[src/rtl/rn_pkg.sv]
package rn_pkg;
    typedef enum logic [1:0] {
        RN_FREE = 2'd0,
        RN_PEND = 2'd1,
        RN_DONE = 2'd2
    } rn_state_e;
endpackage

[src/rtl/rn_entry_file.sv]
module rn_entry_file
    import rn_pkg::*;
#(
    parameter int NUM_REN = 4,
    parameter int DATA_W  = 16,
    parameter int AREG_W  = 3,
    localparam int TAG_W  = $clog2(NUM_REN)
) (
    input  logic              clk,
    input  logic              rst_n,
    input  logic              flush,
    input  logic              alloc_en,
    input  logic [TAG_W-1:0]  alloc_tag,
    input  logic [AREG_W-1:0] alloc_rd,
    input  logic              wb_en,
    input  logic [TAG_W-1:0]  wb_tag,
    input  logic [DATA_W-1:0] wb_data,
    input  logic              free_en,
    input  logic [TAG_W-1:0]  free_tag,
    output logic              free_any,
    output logic [TAG_W-1:0]  free_idx,
    input  logic [TAG_W-1:0]  look_tag1,
    input  logic [TAG_W-1:0]  look_tag2,
    output rn_state_e         look_state1,
    output rn_state_e         look_state2,
    output logic [DATA_W-1:0] look_data1,
    output logic [DATA_W-1:0] look_data2,
    input  logic [TAG_W-1:0]  head_tag,
    output rn_state_e         head_state,
    output logic [DATA_W-1:0] head_data,
    output logic [AREG_W-1:0] head_rd
);
    rn_state_e         st_all   [NUM_REN];
    logic [DATA_W-1:0] data_all [NUM_REN];
    logic [AREG_W-1:0] rd_all   [NUM_REN];

    for (genvar i = 0; i < NUM_REN; i++) begin : g_ent
        rn_state_e         st_q, st_d;
        logic [DATA_W-1:0] data_q;
        logic [AREG_W-1:0] rd_q;
        logic              hit_alloc, hit_wb, hit_free;

        assign hit_alloc = alloc_en && (alloc_tag == TAG_W'(i));
        assign hit_wb    = wb_en    && (wb_tag    == TAG_W'(i));
        assign hit_free  = free_en  && (free_tag  == TAG_W'(i));

        always_comb begin
            st_d = st_q;
            unique case (st_q)
                RN_FREE: if (hit_alloc) st_d = RN_PEND;
                RN_PEND: if (hit_wb)    st_d = RN_DONE;
                RN_DONE: if (hit_free)  st_d = RN_FREE;
                default: st_d = RN_FREE;
            endcase
            if (flush) st_d = RN_FREE;
        end

        always_ff @(posedge clk) begin
            if (!rst_n) st_q <= RN_FREE;
            else        st_q <= st_d;
        end

        always_ff @(posedge clk) begin
            if (!rst_n) begin
                data_q <= '0;
                rd_q   <= '0;
            end else begin
                if (hit_wb && st_q == RN_PEND && !flush) data_q <= wb_data;
                if (hit_alloc && st_q == RN_FREE && !flush) rd_q <= alloc_rd;
            end
        end

        assign st_all[i]   = st_q;
        assign data_all[i] = data_q;
        assign rd_all[i]   = rd_q;
    end

    always_comb begin
        free_any = 1'b0;
        free_idx = '0;
        for (int i = NUM_REN - 1; i >= 0; i--) begin
            if (st_all[i] == RN_FREE) begin
                free_any = 1'b1;
                free_idx = TAG_W'(i);
            end
        end
    end

    assign look_state1 = st_all[look_tag1];
    assign look_state2 = st_all[look_tag2];
    assign look_data1  = data_all[look_tag1];
    assign look_data2  = data_all[look_tag2];
    assign head_state  = st_all[head_tag];
    assign head_data   = data_all[head_tag];
    assign head_rd     = rd_all[head_tag];
endmodule

[src/rtl/rn_map_table.sv]
module rn_map_table #(
    parameter int NUM_AREG = 8,
    parameter int NUM_REN  = 4,
    localparam int AREG_W  = $clog2(NUM_AREG),
    localparam int TAG_W   = $clog2(NUM_REN)
) (
    input  logic              clk,
    input  logic              rst_n,
    input  logic              flush,
    input  logic              set_en,
    input  logic [AREG_W-1:0] set_rd,
    input  logic [TAG_W-1:0]  set_tag,
    input  logic              clr_en,
    input  logic [AREG_W-1:0] clr_rd,
    input  logic [TAG_W-1:0]  clr_tag,
    input  logic [AREG_W-1:0] rs1,
    input  logic [AREG_W-1:0] rs2,
    output logic              hit1,
    output logic [TAG_W-1:0]  tag1,
    output logic              hit2,
    output logic [TAG_W-1:0]  tag2
);
    logic             map_v [NUM_AREG];
    logic [TAG_W-1:0] map_t [NUM_AREG];

    always_ff @(posedge clk) begin
        if (!rst_n || flush) begin
            for (int r = 0; r < NUM_AREG; r++) begin
                map_v[r] <= 1'b0;
                map_t[r] <= '0;
            end
        end else begin
            if (clr_en && map_v[clr_rd] && map_t[clr_rd] == clr_tag)
                map_v[clr_rd] <= 1'b0;
            if (set_en) begin
                map_v[set_rd] <= 1'b1;
                map_t[set_rd] <= set_tag;
            end
        end
    end

    assign hit1 = map_v[rs1];
    assign tag1 = map_t[rs1];
    assign hit2 = map_v[rs2];
    assign tag2 = map_t[rs2];
endmodule

[src/rtl/rn_order_fifo.sv]
module rn_order_fifo #(
    parameter int NUM_REN = 4,
    localparam int TAG_W  = $clog2(NUM_REN),
    localparam int CNT_W  = $clog2(NUM_REN + 1)
) (
    input  logic             clk,
    input  logic             rst_n,
    input  logic             flush,
    input  logic             push,
    input  logic [TAG_W-1:0] push_tag,
    input  logic             pop,
    output logic [TAG_W-1:0] head_tag,
    output logic             nonempty
);
    logic [TAG_W-1:0] slot [NUM_REN];
    logic [TAG_W-1:0] wr_ptr, rd_ptr;
    logic [CNT_W-1:0] count;

    function automatic logic [TAG_W-1:0] bump(input logic [TAG_W-1:0] p);
        return (p == TAG_W'(NUM_REN - 1)) ? '0 : p + 1'b1;
    endfunction

    always_ff @(posedge clk) begin
        if (!rst_n || flush) begin
            wr_ptr <= '0;
            rd_ptr <= '0;
            count  <= '0;
        end else begin
            if (push) begin
                slot[wr_ptr] <= push_tag;
                wr_ptr       <= bump(wr_ptr);
            end
            if (pop) rd_ptr <= bump(rd_ptr);
            count <= count + CNT_W'(push) - CNT_W'(pop);
        end
    end

    assign head_tag = slot[rd_ptr];
    assign nonempty = (count != '0);
endmodule

[src/rtl/rn_rename_unit.sv]
module rn_rename_unit
    import rn_pkg::*;
#(
    parameter int NUM_AREG = 8,
    parameter int NUM_REN  = 4,
    parameter int DATA_W   = 16,
    localparam int AREG_W  = $clog2(NUM_AREG),
    localparam int TAG_W   = $clog2(NUM_REN)
) (
    input  logic              clk,
    input  logic              rst_n,
    input  logic              disp_valid,
    output logic              disp_ready,
    input  logic [AREG_W-1:0] disp_rd,
    input  logic [AREG_W-1:0] disp_rs1,
    input  logic [AREG_W-1:0] disp_rs2,
    output logic [TAG_W-1:0]  disp_tag,
    output logic              src1_ready,
    output logic [DATA_W-1:0] src1_data,
    output logic [TAG_W-1:0]  src1_tag,
    output logic              src2_ready,
    output logic [DATA_W-1:0] src2_data,
    output logic [TAG_W-1:0]  src2_tag,
    input  logic              wb_valid,
    input  logic [TAG_W-1:0]  wb_tag,
    input  logic [DATA_W-1:0] wb_data,
    input  logic              cmp_valid,
    output logic              cmp_ready,
    input  logic              flush
);
    logic              free_any, disp_fire, cmp_fire, fifo_nonempty;
    logic [TAG_W-1:0]  free_idx, head_tag, map_tag1, map_tag2;
    logic              map_hit1, map_hit2;
    rn_state_e         look_state1, look_state2, head_state;
    logic [DATA_W-1:0] look_data1, look_data2, head_data;
    logic [AREG_W-1:0] head_rd;
    logic [DATA_W-1:0] arch_q [NUM_AREG];

    assign disp_ready = free_any && !flush;
    assign disp_fire  = disp_valid && disp_ready;
    assign disp_tag   = free_idx;
    assign cmp_ready  = fifo_nonempty && (head_state == RN_DONE) && !flush;
    assign cmp_fire   = cmp_valid && cmp_ready;

    rn_entry_file #(.NUM_REN(NUM_REN), .DATA_W(DATA_W), .AREG_W(AREG_W)) u_ent (
        .clk, .rst_n, .flush,
        .alloc_en(disp_fire), .alloc_tag(free_idx), .alloc_rd(disp_rd),
        .wb_en(wb_valid && !flush), .wb_tag, .wb_data,
        .free_en(cmp_fire), .free_tag(head_tag),
        .free_any, .free_idx,
        .look_tag1(map_tag1), .look_tag2(map_tag2),
        .look_state1, .look_state2, .look_data1, .look_data2,
        .head_tag, .head_state, .head_data, .head_rd
    );

    rn_map_table #(.NUM_AREG(NUM_AREG), .NUM_REN(NUM_REN)) u_map (
        .clk, .rst_n, .flush,
        .set_en(disp_fire), .set_rd(disp_rd), .set_tag(free_idx),
        .clr_en(cmp_fire), .clr_rd(head_rd), .clr_tag(head_tag),
        .rs1(disp_rs1), .rs2(disp_rs2),
        .hit1(map_hit1), .tag1(map_tag1), .hit2(map_hit2), .tag2(map_tag2)
    );

    rn_order_fifo #(.NUM_REN(NUM_REN)) u_ord (
        .clk, .rst_n, .flush,
        .push(disp_fire), .push_tag(free_idx), .pop(cmp_fire),
        .head_tag, .nonempty(fifo_nonempty)
    );

    always_ff @(posedge clk) begin
        if (!rst_n) begin
            for (int r = 0; r < NUM_AREG; r++) arch_q[r] <= '0;
        end else if (cmp_fire) begin
            arch_q[head_rd] <= head_data;
        end
    end

    always_comb begin
        src1_tag   = map_tag1;
        src1_ready = !map_hit1 || (look_state1 == RN_DONE);
        src1_data  = map_hit1 ? look_data1 : arch_q[disp_rs1];
        src2_tag   = map_tag2;
        src2_ready = !map_hit2 || (look_state2 == RN_DONE);
        src2_data  = map_hit2 ? look_data2 : arch_q[disp_rs2];
    end
endmodule

[config.mk]
export PLATFORM = sky130hd
export DESIGN_NAME = rn_rename_unit
export DESIGN_NICKNAME = d
export VERILOG_FILES = /design/src/rtl/rn_pkg.sv /design/src/rtl/rn_entry_file.sv /design/src/rtl/rn_map_table.sv /design/src/rtl/rn_order_fifo.sv /design/src/rtl/rn_rename_unit.sv
export SDC_FILE = /design/constraint.sdc
export NUM_CORES = 1
export LEC_CHECK = 0
export BUFFER_PORTS_ARGS = -buffer_cell sky130_fd_sc_hd__buf_2
export CELL_PAD_IN_SITES_DETAIL_PLACEMENT = 0
export CELL_PAD_IN_SITES_GLOBAL_PLACEMENT = 2
export CORE_ASPECT_RATIO = 1.4
export CORE_MARGIN = 2
export CORE_UTILIZATION = 40
export CTS_CLUSTER_DIAMETER = 100
export CTS_CLUSTER_SIZE = 40
export DETAILED_ROUTE_END_ITERATION = 10
export GPL_ROUTABILITY_DRIVEN = 0
export GPL_TIMING_DRIVEN = 1
export PLACE_DENSITY = 0.76
export SLEW_MARGIN = 20
export SYNTH_ARGS = -nofsm -noshare
export SYNTH_HDL_FRONTEND = slang
export SYNTH_SLANG_ARGS = --single-unit
[constraint.sdc]
create_clock -name clk -period 3.65 [get_ports clk]
set_input_delay 0.5475 -clock clk [delete_from_list [all_inputs] [get_ports clk]]
set_output_delay 0.5475 -clock clk [all_outputs]
set_load 0.01 [all_outputs]
### Word level (Yosys, flattened, before mapping)

Memories as Yosys holds them, arrays and structs flattened. A register that Yosys moved wholly into a read port is not among the register bits.
Index checks and enable logic that the tools add are counted.

* bits in latches: 0
* word-level logic and storage cells: 200
* RAM bits: 160
* memories kept: 4
* flip-flop bits (word level): 91
* bits in read-only memories: 0

Memories
* arch_q: depth 8, bits a word 16, rd ports 2, clocked after Yosys merged registers in 0, wr ports 8, RTL line rn_rename_unit.sv:37 `logic [DATA_W-1:0] arch_q [NUM_AREG];`
* u_map.map_t: depth 8, bits a word 2, rd ports 3, clocked after Yosys merged registers in 0, wr ports 8, RTL line rn_map_table.sv:24 `logic [TAG_W-1:0] map_t [NUM_AREG];`
* u_map.map_v: depth 8, bits a word 1, rd ports 3, clocked after Yosys merged registers in 0, wr ports 8, RTL line rn_map_table.sv:23 `logic map_v [NUM_AREG];`
* u_ord.slot: depth 4, bits a word 2, rd ports 1, clocked after Yosys merged registers in 1, wr ports 1, RTL line rn_order_fifo.sv:15 `logic [TAG_W-1:0] slot [NUM_REN];`

* bitwise logic cells: 4
* shift operators: 0
* $lt $le $gt $ge: 3
* divide/modulo/power cells: 0
* equality and inequality tests: 35
* add/subtract/negate cells: 4
* multipliers: 0
* mux-type cells: 75
* reductions and logical operators: 60

Operator list (number)
* 16-bit two-way mux: 9
* 16-bit binary-select mux with 2-bit select: 3
* 2-bit two-way mux: 27
* 1-bit logical AND: 36
* 2-bit equality test (second input constant): 15
* 2-bit by 1-bit != test with 1-bit output (second input constant): 12
* 2-bit one-hot mux with 3 select lines: 4
* 1-bit two-way mux: 22
* 3-bit two-way mux: 6
* 16-bit OR reduction: 1
* 2-bit by 1-bit equality test with 1-bit output (second input constant): 7
* 2-bit logical NOT: 7
* 2-bit binary-select mux with 2-bit select: 3
* 3-bit AND reduction: 4
* 3-bit >= comparator (second input constant): 3
* 2-bit inverter with 3-bit output: 3
* 3-bit binary-select mux with 2-bit select: 1
* 2-bit by 1-bit adder with 2-bit output (second input constant): 2
* 1-bit logical NOT: 4
* 2-bit OR reduction: 2
* 3-bit by 1-bit adder with 3-bit output: 1
* 1-bit logical OR: 3
* 3-bit nonzero test: 1
* 3-bit by 1-bit subtractor with 3-bit output: 1
* 3 further kinds: 4

### Logic depth before layout (Yosys ltp)

* depth after elaboration: 15
* mapped depth: 11
* depth with buffers taken out: 10

### By module

A second synthesis with hierarchy kept.

* cells, all modules: 1223
* area total of the unflattened synthesis: 14492.6 µm²

Modules (own cells, without submodules)
* rn_rename_unit: instances 1, cells an instance 628, area an instance 7380.8 µm²
* rn_entry_file: instances 1, cells an instance 404, area an instance 4727.0 µm²
* rn_map_table: instances 1, cells an instance 137, area an instance 1634.1 µm²
* rn_order_fifo: instances 1, cells an instance 54, area an instance 750.7 µm²

### Least setup slack after synthesis

No wires, ideal clock.

* path kind: input port to output port
* start: input disp_rs2[0]
* end: output src2_data[10]
* slack: 0.437 ns
* stages: 8
* arrival time: 2.666 ns
* cells stage by stage: buf_1 > mux4_2 > mux2i_1 > clkinv_1 > clkbuf_1 > nand2_1 > a21oi_1 > a21oi_1

* word-level cells in the longest chain between the ends: 6

Ends and longest elaborated chain
* start: declaration: RTL line rn_rename_unit.sv:16 `input logic [AREG_W-1:0] disp_rs2,`
* memory 8 x 2 bit
* net src2_tag[1]: RTL line rn_rename_unit.sv:23 `output logic [TAG_W-1:0] src2_tag,`
* 2-bit inverter with 3-bit output (not written as such): RTL line rn_entry_file.sv:92 `assign look_data2 = data_all[look_tag2];`
* 16-bit binary-select mux with 2-bit select: RTL line rn_entry_file.sv:92
* 16-bit two-way mux (not written as such) (2 in series): RTL line rn_entry_file.sv:92
* 16-bit two-way mux: RTL line rn_rename_unit.sv:84 `src2_data = map_hit2 ? look_data2 : arch_q[disp_rs2];`
* end: declaration: RTL line rn_rename_unit.sv:22 `output logic [DATA_W-1:0] src2_data,`

The timed path passes the listed nets, and every way through them passes these cells. The select of a mux whose other input is x is not followed.

==> results.sh <==
export IMPL_ir_drop_mv=0.420
export IMPL_overflow=0
export IMPL_cts_clk_slew_worst_paths_ns=0.14
export IMPL_grt_usage=0.232
export IMPL_status="finished, final reports clean"
export IMPL_synthXorXnorAreaFrac=0.00127
export IMPL_drive_gt1_frac=0.202
export IMPL_synth_distinct_cells=50
export IMPL_initial_core_util=0.405
export IMPL_grt_busiest_layer="met2"
export IMPL_h_tree_depth=1
export IMPL_die_y_um=223
export IMPL_yosys_area_share_simple=0.128
export IMPL_path_common_cell="a21oi_1"
export IMPL_drc=0
export IMPL_diodes=0
export IMPL_maxCapViolations=0
export IMPL_dp_cells=1728
export IMPL_antenna_found_initial=0
export IMPL_grt_first_pass_wirelength_um=62600
export IMPL_post_dp_hpwl_um=28500
export IMPL_powerDensity_mw_per_mm2=352
export IMPL_ys_seq_area_frac=0.479
export IMPL_synthesis_area_mm2=0.0137
export IMPL_fin_skew_ns=0.0642
export IMPL_syn_inst=1232
export IMPL_area_growth_pct=10.8
export IMPL_cts_setup_buffers=0
export IMPL_std_cell_rows=80
export IMPL_use_met2=0.442
export IMPL_synth_adder_area_share=0.00692
export IMPL_synth_mux_area_frac=0.303
export IMPL_fin_tns_setup_ns=0
export IMPL_initialDrtViolationCount=565
export IMPL_critPathArrivalTime_ns=2.83
export IMPL_cts_resized=0
export IMPL_synth_seq_cells=253
export IMPL_seq_area_mm2=0.00659
export IMPL_syn_nets=1272
export IMPL_synth_top_family_by_area="multiplexers"
export IMPL_cp_cell_sequence="mux4_2 -> mux2i_4 -> buf_12 -> mux2i_1 -> nand2_1 -> a21oi_1 -> a21oi_1 -> buf_2"
export IMPL_core_area_mm2=0.0339
export IMPL_min_from="wb_data[15]"
export IMPL_finalNonFillerCells=1744
export IMPL_io_buffer_count=74
export IMPL_synthArstFlopShare=0
export IMPL_insertion_delay_ns=0.50
export IMPL_cts_max_path_buffers=3
export IMPL_avgSynthCellArea_um2=11.2
export IMPL_synth_compound_area_frac=0.0536
export IMPL_first_pass_iters=5
export IMPL_cp_startpoint="u_map.map_t[0][0]$_SDFFCE_PN0P_"
export IMPL_grt_max_degree=69
export IMPL_grt_pass1_vias=10200
export IMPL_grtUsageMet3=0.0216
export IMPL_final_nets=1330
export IMPL_worst_setup_path_start_kind="register"
export IMPL_hp_class="in2reg"
export IMPL_wire_per_inst_um=23.7
export IMPL_max_stage_delay_ns=0.52
export IMPL_slew_viol_final=0
export IMPL_gr_usage_met1=0.272
export IMPL_finalSetupViolations=0
export IMPL_required_ns=3.10
export IMPL_ant_nets=0
export IMPL_cts_tree="done"
export IMPL_slowest_stage="mux4_2"
export IMPL_cts_sinks=253
export IMPL_drt_total_wl_um=41300
export IMPL_numCtsBuffers=11
export IMPL_synth_edf_count=152
export IMPL_die_w_um=161
export IMPL_max_clock_freq_mhz=296
export IMPL_final_hold_viol_count=0
export IMPL_vias=9829
export IMPL_holdBufCountCts=0
export IMPL_fin_crit_sh=0.927
export IMPL_period_needed_ns=3.38
export IMPL_cp_end_kind="primary output"
export IMPL_io_pin_count=75
export IMPL_critical_path_class="reg2out"
export IMPL_p_leak_nw=6.24
export IMPL_multiInputGateArea_mm2=0.00683
export IMPL_tightest_slew_ns=0.763
export IMPL_rsz0062_at_grt="false"
export IMPL_crit_fanout=36
export IMPL_slew_headroom=0.491
export IMPL_yosysWarnings=0
export IMPL_n_fill_cell=3247
export IMPL_avgViaCountPerCell=5.64
export IMPL_ys_flop_type="edfxtp_1"
export IMPL_cts_root_buf="clkbuf_16"
export IMPL_dieArea_mm2=0.0359
## cell usage in the layout, fill, tap and decap left out, types with 3 or more instances in the layout
cell	n
nor3_1	11
mux2i_1	207
or2_2	4
clkinv_1	4
edfxtp_1	152
mux2_2	18
nand2_1	114
nand3_1	11
clkbuf_16	11
mux2i_4	7
buf_2	74
buf_12	6
nor2b_1	10
a211oi_1	3
a31oi_1	5
and3_1	7
a32oi_1	3
mux4_2	78
a22oi_1	8
a21oi_1	95
ha_1	6
inv_1	10
nand2b_1	3
dfxtp_1	101
buf_4	47
nor2_1	261
## worst paths after layout
check,endpoint,slack [ns],depth (start not counted)
max,src2_data[6],0.27,8
min,u_ent.g_ent[2].data_q[15]$_SDFFE_PN0P_,0.32,3
max reg2reg,arch_q[1][0]$_SDFFCE_PN0P_,0.43,8
min reg2reg,register,0.50,2
## kinds of logic after synthesis
group	Yosys count
compound gates	128
xor+xnor	2
fa+ha+maj	7
buf+inv	97
flops	253
mux	312
simple gates	433
## sequential cells by signal, summed over array words and instances (netlist names), named ones only
register,cells
u_ent.g_ent.st_q,8
u_ord.slot,8
arch_q,128
u_map.map_v,8
u_ord.count,3
u_map.map_t,16
u_ent.g_ent.data_q,64
u_ord.wr_ptr,2
u_ent.g_ent.rd_q,12
u_ord.rd_ptr,2
## Yosys cell counts, types with 2 or more instances
| cell type | number | area [um^2] |
|---|---|---|
| buf_1 | 13 | 48.8 |
| clkinv_1 | 3 | 11.3 |
| o31ai_1 | 2 | 15.0 |
| nor3_2 | 2 | 20.0 |
| nor3_1 | 11 | 55.1 |
| nand2_1 | 114 | 428 |
| clkbuf_1 | 54 | 203 |
| inv_2 | 2 | 7.51 |
| a211oi_1 | 3 | 22.5 |
| inv_1 | 10 | 37.5 |
| nand3_1 | 11 | 55.1 |
| a21oi_1 | 95 | 475 |
| nor2_1 | 261 | 980 |
| o22a_1 | 2 | 17.5 |
| o21ai_0 | 2 | 10.0 |
| and2_1 | 2 | 12.5 |
| mux4_2 | 78 | 1760 |
| dfxtp_1 | 101 | 2020 |
| mux2_2 | 18 | 203 |
| xnor2_1 | 2 | 17.5 |
| edfxtp_1 | 152 | 4560 |
| or2_2 | 4 | 25.0 |
| ha_1 | 6 | 75.1 |
| a31oi_1 | 5 | 31.3 |
| mux2i_4 | 3 | 67.6 |
| buf_2 | 13 | 65.1 |
| mux2i_1 | 213 | 2130 |
| and3_1 | 7 | 43.8 |
| a32oi_1 | 3 | 26.3 |
| nand2b_1 | 3 | 18.8 |
| nor3b_1 | 2 | 15.0 |
| a22oi_1 | 8 | 60.1 |
| nor2b_1 | 10 | 62.6 |
## through the flow
step | worst slack (ns) | cell area (um^2) | power, mW | hold WS (ns) | util
after floorplan | 0.437 | 13700 | 3.60 | 0.454 | -
after global placement | 0.410 | 14900 | 3.88 | 0.472 | 0.439
after detailed placement | 0.427 | 14900 | 3.89 | 0.479 | 0.439
after CTS | 0.282 | 15200 | 5.40 | 0.309 | 0.449
after global routing | 0.162 | 15200 | 5.54 | 0.309 | 0.449
final | 0.268 | 15200 | 5.36 | 0.321 | 0.449
## area by class of cell
| cell class | count | share of cell area |
|---|---|---|
| multi-input combinational | 882 | 0.449 |
| sequential | 253 | 0.433 |
| timing repair buffer | 127 | 0.0554 |
| tap | 451 | 0.0371 |
| clock buffer | 11 | 0.0181 |
| clock inverter | 5 | 0.00460 |
| inverter | 15 | 0.00370 |
## routing by layer
metal | wire (um) | share of wire
met5 | 0 | 0
met4 | 1440 | 0.035
met3 | 1570 | 0.038
met2 | 22300 | 0.54
met1 | 16000 | 0.39
## worst max-delay path: cells and delay by family, from the launching register on
kind | cells | cell delay, ns
muxes | 3 | 0.92
buffers and inverters | 2 | 0.42
and+or+nand+nor | 1 | 0.07
DFF | 1 | 0.50
AOI/OAI and AO/OA | 2 | 0.37
## power breakdown
group / switching (mW) / internal (mW) / leakage [nW]
logic: 0.413 / 0.287 / 3.68
registers: 0.0373 / 3.08 / 2.40
clock network: 0.951 / 0.591 / 0.166
total: 1.40 / 3.95 / 6.24
(Power assumes the default switching activity.)
